$ cat src/rtl/rxw_pkg.sv
package rxw_pkg;
  localparam int LEN_W   = 16;
  localparam int HDR_LEN = 4;
  typedef enum logic [2:0] {S_IDLE, S_DATA, S_DROP, S_PAD, S_HEAD} rxw_state_e;
endpackage

$ cat src/rtl/rxw_space.sv
module rxw_space #(
  parameter int PAGE_W   = 8,
  parameter int PAGE_SH  = 8,
  parameter int MIN_FREE = 1518
) (
  input  logic              clk,
  input  logic              rst_n,
  input  logic [PAGE_W-1:0] start_pg,
  input  logic [PAGE_W-1:0] stop_pg,
  input  logic [PAGE_W-1:0] bnd_pg,
  input  logic [PAGE_W-1:0] cur_pg,
  output logic              room_ok
);
  localparam int SW = PAGE_W + PAGE_SH + 3;
  logic signed [SW-1:0] ring_pg, free_pg, free_b;

  always_comb begin
    ring_pg = $signed(SW'(stop_pg)) - $signed(SW'(start_pg));
    if (cur_pg < bnd_pg) free_pg = $signed(SW'(bnd_pg)) - $signed(SW'(cur_pg));
    else free_pg = ring_pg - ($signed(SW'(cur_pg)) - $signed(SW'(bnd_pg)));
    free_b  = free_pg <<< PAGE_SH;
    room_ok = free_b >= $signed(SW'(MIN_FREE));
  end

  // an empty ring (cur equals boundary) that is large enough always has room
  p_empty_room_r2: assert property (@(posedge clk) disable iff (!rst_n)
    (cur_pg == bnd_pg && ((ring_pg <<< PAGE_SH) >= $signed(SW'(MIN_FREE)))) |-> room_ok);
endmodule

$ cat src/rtl/rxw_wrap.sv
module rxw_wrap #(
  parameter int PAGE_W  = 8,
  parameter int PAGE_SH = 8
) (
  input  logic [PAGE_W+PAGE_SH-1:0] a_in,
  input  logic [PAGE_W-1:0]         start_pg,
  input  logic [PAGE_W-1:0]         stop_pg,
  output logic [PAGE_W+PAGE_SH-1:0] a_out
);
  localparam int AW = PAGE_W + PAGE_SH;
  logic [AW-1:0] inc;
  always_comb begin
    inc = a_in + AW'(1);
    if (inc == (AW'(stop_pg) << PAGE_SH)) a_out = AW'(start_pg) << PAGE_SH;
    else a_out = inc;
  end
endmodule

$ cat src/rtl/rxw_next.sv
module rxw_next #(
  parameter int PAGE_W  = 8,
  parameter int PAGE_SH = 8,
  parameter int LEN_W   = 16
) (
  input  logic [PAGE_W-1:0] start_pg,
  input  logic [PAGE_W-1:0] stop_pg,
  input  logic [PAGE_W-1:0] base_pg,
  input  logic [LEN_W-1:0]  len,
  output logic [PAGE_W-1:0] nxt_pg
);
  localparam int NW = ((LEN_W > PAGE_W) ? LEN_W : PAGE_W) + 2;
  localparam int RND = 4 + (1 << PAGE_SH) - 1;
  logic [NW-1:0] pages, sum;
  always_comb begin
    pages = (NW'(len) + NW'(RND)) >> PAGE_SH;
    sum   = NW'(base_pg) + pages;
    if (sum >= NW'(stop_pg)) sum = sum - (NW'(stop_pg) - NW'(start_pg));
    nxt_pg = sum[PAGE_W-1:0];
  end
endmodule

$ cat src/rtl/rx_ring_writer.sv
module rx_ring_writer #(
  parameter int PAGE_W    = 8,
  parameter int PAGE_SH   = 8,
  parameter int MAX_FRAME = 1514,
  parameter int MIN_FRAME = 60
) (
  input  logic                      clk,
  input  logic                      rst_n,
  input  logic                      stopped,
  input  logic [PAGE_W-1:0]         start_pg,
  input  logic [PAGE_W-1:0]         stop_pg,
  input  logic [PAGE_W-1:0]         bnd_pg,
  input  logic                      cur_wr,
  input  logic [PAGE_W-1:0]         cur_wdata,
  output logic [PAGE_W-1:0]         cur_pg,
  input  logic                      in_valid,
  input  logic [7:0]                in_data,
  input  logic                      in_last,
  output logic                      in_ready,
  output logic                      busy,
  output logic                      ram_we,
  output logic [PAGE_W+PAGE_SH-1:0] ram_addr,
  output logic [7:0]                ram_wdata,
  output logic                      rx_int,
  input  logic                      rx_int_clr
);
  import rxw_pkg::*;
  localparam int AW       = PAGE_W + PAGE_SH;
  localparam int MIN_FREE = MAX_FRAME + HDR_LEN;

  rxw_state_e        st;
  logic [AW-1:0]     ptr, wr_addr, ptr_nxt, first_addr, hdr_base;
  logic [LEN_W-1:0]  cnt, cnt_inc, len_hdr;
  logic [PAGE_W-1:0] fr_pg, nxt_pg;
  logic [7:0]        stat, hdr_byte;
  logic [1:0]        hidx;
  logic              room_ok, take, commit;

  rxw_space #(.PAGE_W(PAGE_W), .PAGE_SH(PAGE_SH), .MIN_FREE(MIN_FREE)) u_space (
    .clk(clk), .rst_n(rst_n), .start_pg(start_pg), .stop_pg(stop_pg),
    .bnd_pg(bnd_pg), .cur_pg(cur_pg), .room_ok(room_ok));

  rxw_wrap #(.PAGE_W(PAGE_W), .PAGE_SH(PAGE_SH)) u_wrap (
    .a_in(wr_addr), .start_pg(start_pg), .stop_pg(stop_pg), .a_out(ptr_nxt));

  rxw_next #(.PAGE_W(PAGE_W), .PAGE_SH(PAGE_SH), .LEN_W(LEN_W)) u_next (
    .start_pg(start_pg), .stop_pg(stop_pg), .base_pg(fr_pg), .len(len_hdr),
    .nxt_pg(nxt_pg));

  always_comb begin
    in_ready   = (st == S_IDLE) || (st == S_DATA) || (st == S_DROP);
    busy       = (st != S_IDLE);
    take       = in_valid && in_ready;
    first_addr = (AW'(cur_pg) << PAGE_SH) + AW'(HDR_LEN);
    hdr_base   = AW'(fr_pg) << PAGE_SH;
    wr_addr    = (st == S_IDLE) ? first_addr : ptr;
    cnt_inc    = (st == S_IDLE) ? LEN_W'(1) : ((&cnt) ? cnt : cnt + LEN_W'(1));
    len_hdr    = cnt + LEN_W'(HDR_LEN);
    commit     = (st == S_HEAD) && (hidx == 2'd3);
    case (hidx)
      2'd0:    hdr_byte = stat;
      2'd1:    hdr_byte = 8'(nxt_pg);
      2'd2:    hdr_byte = len_hdr[7:0];
      default: hdr_byte = len_hdr[15:8];
    endcase
  end

  always_ff @(posedge clk) begin
    if (!rst_n) begin
      st <= S_IDLE; ptr <= '0; cnt <= '0; fr_pg <= '0; stat <= '0; hidx <= '0;
      ram_we <= 1'b0; ram_addr <= '0; ram_wdata <= '0;
      cur_pg <= '0; rx_int <= 1'b0;
    end else begin
      ram_we <= 1'b0;
      case (st)
        S_IDLE: if (take) begin
          if (!stopped && room_ok) begin
            ram_we <= 1'b1; ram_addr <= wr_addr; ram_wdata <= in_data;
            ptr <= ptr_nxt; cnt <= cnt_inc; fr_pg <= cur_pg;
            stat <= {2'b00, in_data[0], 4'b0000, 1'b1};
            if (in_last) st <= (cnt_inc < LEN_W'(MIN_FRAME)) ? S_PAD : S_HEAD;
            else st <= S_DATA;
          end else if (!in_last) begin
            st <= S_DROP;
          end
        end
        S_DATA: if (take) begin
          ram_we <= 1'b1; ram_addr <= wr_addr; ram_wdata <= in_data;
          ptr <= ptr_nxt; cnt <= cnt_inc;
          if (in_last) st <= (cnt_inc < LEN_W'(MIN_FRAME)) ? S_PAD : S_HEAD;
        end
        S_DROP: if (take && in_last) st <= S_IDLE;
        S_PAD: begin
          ram_we <= 1'b1; ram_addr <= wr_addr; ram_wdata <= 8'h00;
          ptr <= ptr_nxt; cnt <= cnt_inc;
          if (cnt_inc >= LEN_W'(MIN_FRAME)) st <= S_HEAD;
        end
        S_HEAD: begin
          ram_we <= 1'b1; ram_addr <= hdr_base + AW'(hidx); ram_wdata <= hdr_byte;
          hidx <= hidx + 2'd1;
          if (commit) st <= S_IDLE;
        end
        default: st <= S_IDLE;
      endcase
      if (commit) cur_pg <= nxt_pg;
      else if (cur_wr) cur_pg <= cur_wdata;
      if (commit) rx_int <= 1'b1;
      else if (rx_int_clr) rx_int <= 1'b0;
    end
  end

  // a frame starting while stopped produces no RAM write
  p_no_write_stopped_r3: assert property (@(posedge clk) disable iff (!rst_n)
    (st == S_IDLE && in_valid && stopped) |=> !ram_we);
  // each padding cycle writes a zero byte
  p_pad_zero_r5: assert property (@(posedge clk) disable iff (!rst_n)
    (st == S_PAD) |=> (ram_we && ram_wdata == 8'h00));
  // the fourth header byte completes the frame and raises the flag
  p_commit_flag_r10: assert property (@(posedge clk) disable iff (!rst_n)
    (st == S_HEAD && hidx == 2'd3) |=> (rx_int && !busy));
  // the current page holds while a frame is in flight and the host is quiet
  p_cur_hold_r11: assert property (@(posedge clk) disable iff (!rst_n)
    (busy && !cur_wr && !(st == S_HEAD && hidx == 2'd3)) |=> $stable(cur_pg));
endmodule

$ cat config.mk
export PLATFORM = sky130hd
export DESIGN_NAME = rx_ring_writer
export DESIGN_NICKNAME = d
export VERILOG_FILES = /design/src/rtl/rxw_pkg.sv /design/src/rtl/rxw_space.sv /design/src/rtl/rxw_wrap.sv /design/src/rtl/rxw_next.sv /design/src/rtl/rx_ring_writer.sv
export SDC_FILE = /design/constraint.sdc
export NUM_CORES = 1
export LEC_CHECK = 0
export BUFFER_PORTS_ARGS = -buffer_cell sky130_fd_sc_hd__buf_2
export CORE_MARGIN = 10
export CORE_UTILIZATION = 40
export CTS_CLUSTER_SIZE = 30
export DETAILED_ROUTE_END_ITERATION = 8
export PLACE_DENSITY = 0.62
export SYNTH_ARGS = -nofsm -noshare
export SYNTH_HDL_FRONTEND = slang
export SYNTH_SLANG_ARGS = --single-unit
$ cat constraint.sdc
create_clock -name clk -period 7.2 [get_ports clk]
set_clock_uncertainty 0.2 [all_clocks]
set_input_delay 1.08 -clock clk [delete_from_list [all_inputs] [get_ports clk]]
set_output_delay 1.08 -clock clk [all_outputs]
set_load 0.01 [all_outputs]
==> run metrics <==
Post-CTS Setup Inserts 0; total gr overflow 0; Die Area 26100 sq um; Final Hold Fails 0; critical path type flip-flop to flip-flop; Synth Area per Inst 7.693 sq um; num ports 83; fin. max-slew vios 0; vias per cell 5.918; status completed; drt total wl 27200 microns; Final Critical Period 5.894 ns; gr usage total 0.2025; Reg area 1622 sq um; Synthesized Nets 1167; post-DP HPWL 20810 microns; GPL Wtd Cong 0.9240; CP Launch Type flip-flop; Crit-path slowest cell a21oi_2; Post-CTS Hold Buffers 0; Clk pin slew, worst setup/hold paths 0.07 ns; # clock sinks 81; largest net degree at the start of global routing 49; RSZ-0062 raised after global routing false; CTS max path bufs 2; CTS tree built; leak pwr 3.756 nW; DR vias 7983; Seq/Total Area, Yosys 0.2023; critical-path cell list buf_4 > inv_1 > ha_1 > nor2b_1 > o2111ai_1 > nand3_1 > a22oi_1 > o21ai_0 > xor2_1 > ha_1 > nor2b_1 > o31a_1 > nor2_1 > xnor2_1 > ha_1 > a21o_1 > a31oi_1 > o21ai_0 > a31o_2 > a21oi_2 > mux2_1 > o21ai_0 > nor2_1; EDFF count, synth 0; Final Net Count 1205; Root Driver clkbuf_16; Initial Util 0.4092; die height 161.6 microns; IO buf count 82; clock buffer count from CTS 9; first-pass GRT wire length 42400 microns; crit-path max cell delay 0.47 ns; Setup WS pre-CTS 1.279 ns; Initial DRT Pass Iterations 5; synthesized cell area 8016 sq um; DR iter-0 viols 730; CP max FO 12; post-CTS resize count 0; initial antenna violation count 1; power per standard cell area 168.4 nW/um^2; Skew-Pair Late Insertion Delay 0.35 ns; VDD IR max 0.1131 mV; fin worst setup slack 1.306 ns; slew margin rel. 0.4342; setup_tns 0 ns; cell count after synthesis 1042; H-tree depth 3; Tightest Hold Check Type flip-flop to flip-flop; Slew @ Worst Pin 0.8447 ns; asr flop ratio synth 0; max-cap violations 0; post-synthesis register bit count 81; CP endpoint kind flip-flop; Core ar. 19590 sq um; DRC viols 0; number of fill cells 2011; share of cells above drive strength 1 0.1292; antenna cells 0; number of global-route vias before repair 7405; post-route ant nets 0; post-synth cell types 88; Layout area overhead 9.833%; area taken by multi-input logic gates 5783 sq um; critical path required time 7.22 ns; Critical Path AT 5.91 ns; Setup Viol. Count Final 0; fin crit share 0.8186; highest clock rate 169.7 MHz; Die W 161.6 microns; Cell Rows 51; drt wl/cell 20.16 microns; Primary FF master, synth dfxtp_1; Warnings, synthesis 0
[synth_stat cells (5+ instances only)]
| cell | n | share of area |
|---|---|---|
| o31ai_1 | 9 | 0.0084 |
| ha_1 | 66 | 0.10 |
| and2_1 | 7 | 0.0055 |
| nand3_1 | 44 | 0.027 |
| buf_2 | 20 | 0.012 |
| clkbuf_1 | 39 | 0.018 |
| nor2b_1 | 5 | 0.0039 |
| a211oi_1 | 18 | 0.017 |
| xnor2_1 | 47 | 0.051 |
| or3_1 | 7 | 0.0055 |
| nor3_1 | 31 | 0.019 |
| mux2i_1 | 23 | 0.029 |
| nand2b_1 | 8 | 0.0062 |
| o21ai_1 | 8 | 0.0050 |
| xor2_1 | 20 | 0.022 |
| inv_1 | 76 | 0.036 |
| a21oi_1 | 109 | 0.068 |
| buf_4 | 5 | 0.0047 |
| o21bai_1 | 9 | 0.0084 |
| o211ai_1 | 13 | 0.012 |
| o21a_1 | 5 | 0.0047 |
| o221ai_1 | 11 | 0.012 |
| fa_1 | 12 | 0.030 |
| dfxtp_1 | 81 | 0.20 |
| a311oi_1 | 9 | 0.0098 |
| a31oi_1 | 22 | 0.017 |
| mux2_1 | 5 | 0.0070 |
| nand4_1 | 12 | 0.0094 |
| nor2_1 | 79 | 0.037 |
| o21ai_0 | 38 | 0.024 |
| and4_1 | 5 | 0.0055 |
| a221o_1 | 5 | 0.0062 |
| nand2_1 | 81 | 0.038 |
| a21o_1 | 18 | 0.017 |
[final timing paths]
| kind | start | end | slack (ns) | depth (start not counted) |
|---|---|---|---|---|
| setup reg to reg | cnt[2] | cur_pg[6] | 1.31 | 23 |
| setup / recovery | cnt[2] | cur_pg[6] | 1.31 | 23 |
| hold reg to reg | ram_addr[2] | ram_addr[2] | 0.26 | 2 |
| hold / removal | ram_addr[2] | ram_addr[2] | 0.26 | 2 |
[placed cells by master, fill, tap and decap left out, types with 31 or more instances in the layout]
master,Yosys,routed
nand3_1,44,44
ha_1,66,66
dfxtp_1,81,81
nor3_1,31,31
nor2_1,79,79
buf_2,20,82
a21oi_1,109,109
o21ai_0,38,38
nand2_1,81,81
inv_1,76,76
xnor2_1,47,47
[layout make-up]
cell class	count	area share
Timing Repair Buffer	95	0.05770
Inverter	78	0.03382
Multi-Input combinational cell	815	0.6568
Clock inverter	5	0.003837
Clock buffer	10	0.02601
Tap cell	265	0.03766
Sequential cell	81	0.1842
[registers in the layout (all words and copies together), names as in the netlist]
signal,cells
cnt,16
ptr,16
ram_addr,16
cur_pg,8
fr_pg,8
ram_wdata,8
st,3
hidx,2
stat,2
ram_we,1
rx_int,1
[stage by stage]
step | instance area (sq um) | power, mW | hold WS, ns | util | instances
6_report | 8805 | 1.483 | 0.2574 | 0.4494 | 1349
5_1_grt | 8805 | 1.565 | 0.2732 | 0.4494 | 1349
4_1_cts | 8805 | 1.485 | 0.2565 | 0.4494 | 1349
3_5_place_dp | 8542 | 1.058 | 0.2479 | 0.4360 | 1334
3_3_place_gp | 8542 | 1.053 | 0.2398 | 0.4360 | 1334
2_1_floorplan | 8016 | 0.9074 | 0.2254 | - | 1042
[report_power, final]
part	total [mW]	internal, mW	switching [mW]	leakage [nW]
Combinational	0.541	0.216	0.325	2.97
Clock	0.427	0.231	0.196	0.124
Sequential	0.514	0.476	0.0381	0.658
[worst max-delay path, delay by kind of cell, from the launching register on]
kind            cells  cell delay (ns)
fa+ha+maj           3             0.84
flops               1             0.31
compound gates     10             2.22
xor+xnor            2             0.47
simple gates        5             0.91
buf+inv             2             0.35
mux                 1             0.43
[cells by family (layout without fill, tap and decap cells)]
kind of cell    count (synthesis)  in the layout  synth area share
compound gates                316            316            0.2582
xor+xnor                       70             70           0.08163
fa+ha+maj                      79             79            0.1342
buf+inv                       146            188           0.07632
flops                          81             81            0.2023
mux                            33             33           0.04339
simple gates                  317            317            0.2040
[per-layer routing]
| layer | vias up | global-route usage | wire [microns] | share of wire |
|---|---|---|---|---|
| li1 | 3848 | - | - | - |
| met3 | 31 | 0.04194 | 1933 | 0.071 |
| met1 | 3801 | 0.2676 | 12060 | 0.44 |
| met5 | - | 0 | 0 | 0 |
| met4 | 0 | 0.05004 | 454 | 0.017 |
| met2 | 303 | 0.3288 | 12750 | 0.47 |
Power figures use the tool's default switching activity.
